===== src/rtl/intr_cause_pkg.sv =====
package intr_cause_pkg;
  localparam int CAUSE_OFF    = 'h800;
  localparam int CAUSESET_OFF = 'h808;
  localparam int MASKSET_OFF  = 'h880;
  localparam int MASKCLR_OFF  = 'h888;

  typedef struct packed {
    logic rdCause;
    logic rdMask;
    logic wrCauseSet;
    logic wrMaskSet;
    logic wrMaskClr;
  } strobe_t;
endpackage


===== src/rtl/intr_cause_ctrl.sv =====
module intr_cause_ctrl
  import intr_cause_pkg::*;
#(
  parameter int ADDR_W = 16
) (
  input  logic              clk,
  input  logic              rst_n,
  input  logic              regRd,
  input  logic              regWr,
  input  logic [ADDR_W-1:0] regAddr,
  output strobe_t           strb
);
  logic hitCause, hitCauseSet, hitMaskSet, hitMaskClr;

  assign hitCause    = (regAddr == ADDR_W'(CAUSE_OFF));
  assign hitCauseSet = (regAddr == ADDR_W'(CAUSESET_OFF));
  assign hitMaskSet  = (regAddr == ADDR_W'(MASKSET_OFF));
  assign hitMaskClr  = (regAddr == ADDR_W'(MASKCLR_OFF));

  // A write wins when both strobes are raised together.
  always_comb begin
    strb            = '0;
    strb.rdCause    = regRd && !regWr && hitCause;
    strb.rdMask     = regRd && !regWr && hitMaskSet;
    strb.wrCauseSet = regWr && hitCauseSet;
    strb.wrMaskSet  = regWr && hitMaskSet;
    strb.wrMaskClr  = regWr && hitMaskClr;
  end

  // At most one strobe per cycle (supports R3, R6, R7)
  assert_one_strobe_R3: assert property (@(posedge clk) disable iff (!rst_n)
    $onehot0(strb));
endmodule


===== src/rtl/intr_cause_dp.sv =====
module intr_cause_dp
  import intr_cause_pkg::*;
#(
  parameter int DATA_W   = 32,
  parameter int RX_BIT   = 0,
  parameter int TX_BIT   = 1,
  parameter int LINK_BIT = 20
) (
  input  logic              clk,
  input  logic              rst_n,
  input  logic              evtRxDone,
  input  logic              evtTxDone,
  input  logic              evtLinkChg,
  input  strobe_t           strb,
  input  logic [DATA_W-1:0] regWdata,
  output logic [DATA_W-1:0] regRdata,
  output logic              irqOut
);
  localparam logic [DATA_W-1:0] ONE = 1;
  localparam logic [DATA_W-1:0] IMPL_MASK =
    (ONE << RX_BIT) | (ONE << TX_BIT) | (ONE << LINK_BIT);

  logic [DATA_W-1:0] cause, mask, causeNxt, maskNxt;
  logic [DATA_W-1:0] evtVec, clrVec, setVec;

  always_comb begin
    evtVec           = '0;
    evtVec[RX_BIT]   = evtRxDone;
    evtVec[TX_BIT]   = evtTxDone;
    evtVec[LINK_BIT] = evtLinkChg;
    clrVec   = strb.rdCause    ? cause : '0;
    setVec   = strb.wrCauseSet ? (regWdata & IMPL_MASK) : '0;
    causeNxt = (cause & ~clrVec) | evtVec | setVec;
    maskNxt  = mask;
    if (strb.wrMaskSet) maskNxt = maskNxt | (regWdata & IMPL_MASK);
    if (strb.wrMaskClr) maskNxt = maskNxt & ~regWdata;
  end

  always_ff @(posedge clk) begin
    if (!rst_n) begin
      cause    <= '0;
      mask     <= '0;
      regRdata <= '0;
      irqOut   <= 1'b0;
    end else begin
      cause  <= causeNxt;
      mask   <= maskNxt;
      irqOut <= |(cause & mask);
      if (strb.rdCause)     regRdata <= cause;
      else if (strb.rdMask) regRdata <= mask;
    end
  end

  assert_rx_sets_R2: assert property (@(posedge clk) disable iff (!rst_n)
    evtRxDone |=> cause[RX_BIT]);
  assert_link_sets_R2: assert property (@(posedge clk) disable iff (!rst_n)
    evtLinkChg |=> cause[LINK_BIT]);
  assert_sticky_R2: assert property (@(posedge clk) disable iff (!rst_n)
    !strb.rdCause |=> ((cause & $past(cause)) == $past(cause)));
  assert_read_clears_R3: assert property (@(posedge clk) disable iff (!rst_n)
    (strb.rdCause && !strb.wrCauseSet) |=>
      ((cause & $past(cause) & ~$past(evtVec)) == '0));
  assert_event_kept_R4: assert property (@(posedge clk) disable iff (!rst_n)
    (strb.rdCause && evtTxDone) |=> cause[TX_BIT]);
  assert_mask_set_R6: assert property (@(posedge clk) disable iff (!rst_n)
    strb.wrMaskSet |=> ((mask & $past(regWdata) & IMPL_MASK) ==
                        ($past(regWdata) & IMPL_MASK)));
  assert_mask_clr_R7: assert property (@(posedge clk) disable iff (!rst_n)
    strb.wrMaskClr |=> ((mask & $past(regWdata)) == '0));
  assert_irq_level_R8: assert property (@(posedge clk) disable iff (!rst_n)
    1'b1 |=> (irqOut == $past(|(cause & mask))));
endmodule


===== src/rtl/intr_cause_unit.sv =====
module intr_cause_unit
  import intr_cause_pkg::*;
#(
  parameter int ADDR_W   = 16,
  parameter int DATA_W   = 32,
  parameter int RX_BIT   = 0,
  parameter int TX_BIT   = 1,
  parameter int LINK_BIT = 20
) (
  input  logic              clk,
  input  logic              rst_n,
  input  logic              evtRxDone,
  input  logic              evtTxDone,
  input  logic              evtLinkChg,
  input  logic              regRd,
  input  logic              regWr,
  input  logic [ADDR_W-1:0] regAddr,
  input  logic [DATA_W-1:0] regWdata,
  output logic [DATA_W-1:0] regRdata,
  output logic              irqOut
);
  strobe_t strb;

  intr_cause_ctrl #(.ADDR_W(ADDR_W)) ctrl_i (
    .clk(clk), .rst_n(rst_n), .regRd(regRd), .regWr(regWr),
    .regAddr(regAddr), .strb(strb)
  );

  intr_cause_dp #(
    .DATA_W(DATA_W), .RX_BIT(RX_BIT), .TX_BIT(TX_BIT), .LINK_BIT(LINK_BIT)
  ) dp_i (
    .clk(clk), .rst_n(rst_n), .evtRxDone(evtRxDone), .evtTxDone(evtTxDone),
    .evtLinkChg(evtLinkChg), .strb(strb), .regWdata(regWdata),
    .regRdata(regRdata), .irqOut(irqOut)
  );
endmodule


===== config.mk =====
export PLATFORM = sky130hd
export DESIGN_NAME = intr_cause_unit
export DESIGN_NICKNAME = d
export VERILOG_FILES = /design/src/rtl/intr_cause_pkg.sv /design/src/rtl/intr_cause_ctrl.sv /design/src/rtl/intr_cause_dp.sv /design/src/rtl/intr_cause_unit.sv
export SDC_FILE = /design/constraint.sdc
export NUM_CORES = 1
export LEC_CHECK = 0
export CORE_ASPECT_RATIO = 1.2
export CORE_MARGIN = 1.5
export CORE_UTILIZATION = 30
export CTS_CLUSTER_DIAMETER = 60
export CTS_CLUSTER_SIZE = 24
export DETAILED_ROUTE_END_ITERATION = 8
export GPL_ROUTABILITY_DRIVEN = 0
export PLACE_DENSITY = 0.6
export SYNTH_ARGS = -nofsm -noshare
export SYNTH_HDL_FRONTEND = slang
export SYNTH_SLANG_ARGS = --single-unit
export TNS_END_PERCENT = 50

===== constraint.sdc =====
create_clock -name clk -period 6.7 [get_ports clk]
set_clock_uncertainty 0.1 [all_clocks]
set_input_delay 2.01 -clock clk [delete_from_list [all_inputs] [get_ports clk]]
set_output_delay 2.01 -clock clk [all_outputs]
set_load 0.1 [all_outputs]

# Word level (Yosys, flattened, before mapping)
# Index checks and enable logic that the tools add are counted.
# totals
output_inout_bits	33
reg_bits	97
input_bits	55
word_cells	31
# classes
muxes	6
n_reduce_logical	9
n_eq_ne	4
n_bitwise	8
# ops
op	n
32-bit two-way mux	5
32-bit AND	3
16-bit by 12-bit == test with 1-bit output (second input constant)	4
32-bit NOT	2
32-bit by 21-bit OR with 32-bit output	2
32-bit OR	1
32-bit OR reduction	1
21-bit two-way mux	1
1-bit logical AND	6
2-bit nonzero test	1
1-bit logical NOT	1

# Longest topological paths before layout
# depth
word_depth	8
depth_mapped	7
depth_no_buf	5

# Modules after synthesis
# From an unflattened synthesis, not the netlist that was laid out.
# unflattened
cells_unflattened	361
area_unflattened_um2	3678.5
# by_module_without_submodules
module	area_per_inst_um2	seq_area_each_um2	cells_per_inst	instances
intr_cause_dp	3565.9	1941.9	346	1
intr_cause_ctrl	112.6	0.0	15	1

# Worst setup path before layout
# No wires, ideal clock.
# synth_path
path_kind	input to register
start	input port regWr
end	register dp_i.cause[22]
required_time_ps	6485
arrival_ps	3569
path_stages	7
slack_ps	2916
setup_time_ps	115
path_buffers	2
cell_sequence	or4b_1 -> nor3_4 -> nand3_2 -> o21a_1 -> buf_2 -> buf_2 -> and2_1
# synth_via
elab_chain_len	8
# synth_rtl
element	line_no	rtl
start, declared	intr_cause_unit.sv:16	input logic regWr,
1-bit logical NOT	intr_cause_ctrl.sv:23	strb.rdCause = regRd && !regWr && hitCause;
1-bit logical AND (2 in series)	intr_cause_ctrl.sv:23	
32-bit two-way mux	intr_cause_dp.sv:31	clrVec = strb.rdCause ? cause : '0;
32-bit NOT	intr_cause_dp.sv:33	causeNxt = (cause & ~clrVec) | evtVec | setVec;
32-bit AND	intr_cause_dp.sv:33	
32-bit by 21-bit OR with 32-bit output	intr_cause_dp.sv:33	
32-bit OR	intr_cause_dp.sv:33	
end signal, assigned	intr_cause_dp.sv:46	cause <= causeNxt;
end, declared	intr_cause_dp.sv:23	logic [DATA_W-1:0] cause, mask, causeNxt, maskNxt;
# Every way passes these cells.
# A chain may end at the register's enable or synchronous reset.

# Worst setup path in the final report
# layout_path
start	input port regWr
end	register dp_i.cause[24]
# The elaborated chain is that of the path after synthesis.

==> results.cfg <==
[run_status]
outcome = finished clean

[synth]
ys_ff_latch = 97
synth_ff_type = dfxtp_1
syn-cell-area_um2 = 3520
ys_warn_count = 0
synth_edf_count = 0
ys_seq_area_share_pct = 55.1
avgSynthCellArea_um2 = 8.89
synth_nets = 451
yosys.area.top_type = dfxtp_1
netlist.area_leader.share_pct = 55.1
synth_cell_type_count = 25
synth_async_sr_flop_share_pct = 0
synth_area_leaders = dfxtp_1, a21oi_1, nand2_1
syn_inst = 396

[worst_setup_path]
r2r_cells = 4
rrSetupSlack_ns = 5.36
worstPathMaxFanout = 35
cp_cell_sequence = clkdlybuf4s50_1, or4b_1, nor3_4, buf_4, nand3_2, o21a_1, and2_1
cp-end-kind = flip-flop
r2r-end = dp_i.irqOut
worstReg2RegStart = dp_i.mask[25]
slowest_stage = o21a_1
startpoint_type = input port
critPathArrivalTime_ns = 5.13
critPathMaxStageDelay_ns = 0.68
worstSetupPathType = input port to flip-flop
crit_required_ns = 6.82

[place]
io_buffers = 87
placed_cell_area_um2 = 4500
dp_hpwl_um = 6440
dpl.cell_count = 615

[global_route]
track_usage_pct = 15.9
grt_max_degree = 64
grt_pass1_wl_um = 15200
busiest_layer = met2
use_met2_pct = 25.4
grt_util_met1_pct = 21.4
grt_overflow = 0
grt_pass1_vias = 2993
grt_use_met3_pct = 2.93
antenna_found_initial = 0

[layout]
fill_cells = 1180
post-route-cell-area_um2 = 4790
multi_input_area_um2 = 1460
regArea_um2 = 1940
stdcell_count = 631
nets = 524
mostFrequentLayoutCells = dfxtp_1, clkdlybuf4s50_1, a21oi_1
final_layout_size_suffix_gt1_share_pct = 4.85
num_antenna_cells = 0
syn_to_final_growth_pct = 36.0
final_common_cell = dfxtp_1

[drt]
drt_iter0_markers = 164
wirelength_um = 9520
vias = 3095
final_antenna_net_count = 0
dr.pass1.iters = 4
vias_per_cell = 4.90
wl_per_cell_um = 15.1
drc = 0

[floorplanning]
die_w_um = 102
row_count = 43
start_util_pct = 30.6
ioPinCount = 88
die_h_um = 122
dieArea_um2 = 12400
core_area_um2 = 11500

[sta]
hold_viol_final = 0
worst_pin_slew_ns = 1.11
maxSlewHeadroom_pct = 25.7
period_minus_slack_ns = 5.01
slew_viol_final = 0
fin_crit_sh_pct = 74.8
setup_viol = 0
fmax_mhz = 200
rsz0062_at_grt = false
setup_tns_ns = 0

[clocking]
htree_levels = 3
ctsResizeCount = 0
cts_root_buf = clkbuf_16
post_cts_buffers = 0
clock_latency_ns = 0.33
clkTransAtPathRegs_ns = 0.06
cts_sinks = 97
cts_buffers = 9
postCtsHoldBufs = 0
cts_tree = yes
cts_buffer_depth = 2

[hold_path]
min_from = dp_i.mask[14]
min_path_cells = 2
min_path_type = flip-flop to flip-flop
hold_end = dp_i.mask[14]

[flow_run]
drv_cap = 0

[power_and_ir_drop]
power_leakage_uw = 0.00174
power_uw = 1120
ir_worst_vdd_uv = 101
power_density_nw_per_um2 = 234
worst max-delay path by stage:
stage	end	startpoint	depth (start not counted)	slack, ns
4_1_cts	dp_i.cause[15]	regWr	7	1.73
3_3_place_gp	dp_i.cause[28]	regWr	7	1.49
2_1_floorplan	dp_i.cause[22]	regWr	7	2.92
5_1_grt	dp_i.cause[4]	regWr	7	1.48
3_5_place_dp	dp_i.cause[15]	regWr	7	1.39
6_report	dp_i.cause[24]	regWr	7	1.69
routing by layer:
metal  vias up  part of all wire [%]
met1      1442                    48
met5         -                     0
li1       1563                     -
met2        76                    47
met3        14                   3.9
met4         0                   1.4
logic make-up (layout without fill, tap and decap cells):
family	after synthesis	in the layout	share of synthesized area [%]
compound gates	153	153	24.5
simple gates	116	116	16.9
flops	97	97	55.1
buf+inv	30	108	3.45
synth_stat cells, types with 2 or more instances:
| library cell | number |
|---|---|
| dfxtp_1 | 97 |
| a21oi_1 | 66 |
| nand2_1 | 64 |
| a31oi_1 | 34 |
| o21ai_0 | 32 |
| and2_1 | 29 |
| clkbuf_1 | 22 |
| a22oi_1 | 16 |
| buf_2 | 7 |
| and3_1 | 4 |
| nand4_1 | 4 |
| a311oi_1 | 3 |
| nor2_1 | 3 |
| nor3_1 | 3 |
| or4b_1 | 2 |
registers in the layout, summed over array words and instances, names as in the netlist, named ones only:
name	cells
dp_i.irqOut	1
dp_i.mask	29
dp_i.cause	32
dp_i.regRdata	32
where the power goes:
group          internal (µW)  leakage [µW]  switching [µW]
combinational           30.1      0.000814            17.0
clock                    291      0.000149             205
sequential               578      0.000782            1.20
total                    899       0.00174             223
layout make-up:
| cell class | instances | share of cell area, % |
|---|---|---|
| flip-flops and latches | 97 | 40.5 |
| repair buffers | 91 | 18.7 |
| well taps | 157 | 4.10 |
| inverters | 1 | 0.0783 |
| clock buffers | 14 | 5.93 |
| multi-input cells | 269 | 30.5 |
| clock inverters | 2 | 0.209 |
stage by stage:
| step | hold WS [ns] | utilization (%) | setup WS (ns) |
|---|---|---|---|
| after CTS | 0.355 | 41.6 | 1.73 |
| after detailed placement | 0.346 | 39.1 | 1.39 |
| final | 0.354 | 41.6 | 1.69 |
| after floorplan | 0.325 | - | 2.92 |
| after global routing | 0.370 | 41.6 | 1.48 |
| after global placement | 0.347 | 39.1 | 1.49 |
worst max-delay path: cells and delay by family:
family	cells	cell delay, ns
and+or+nand+nor	4	1.59
buffers and inverters	2	0.81
AOI/OAI and AO/OA	1	0.68
No activity file was read; power rests on OpenSTA's default activity.
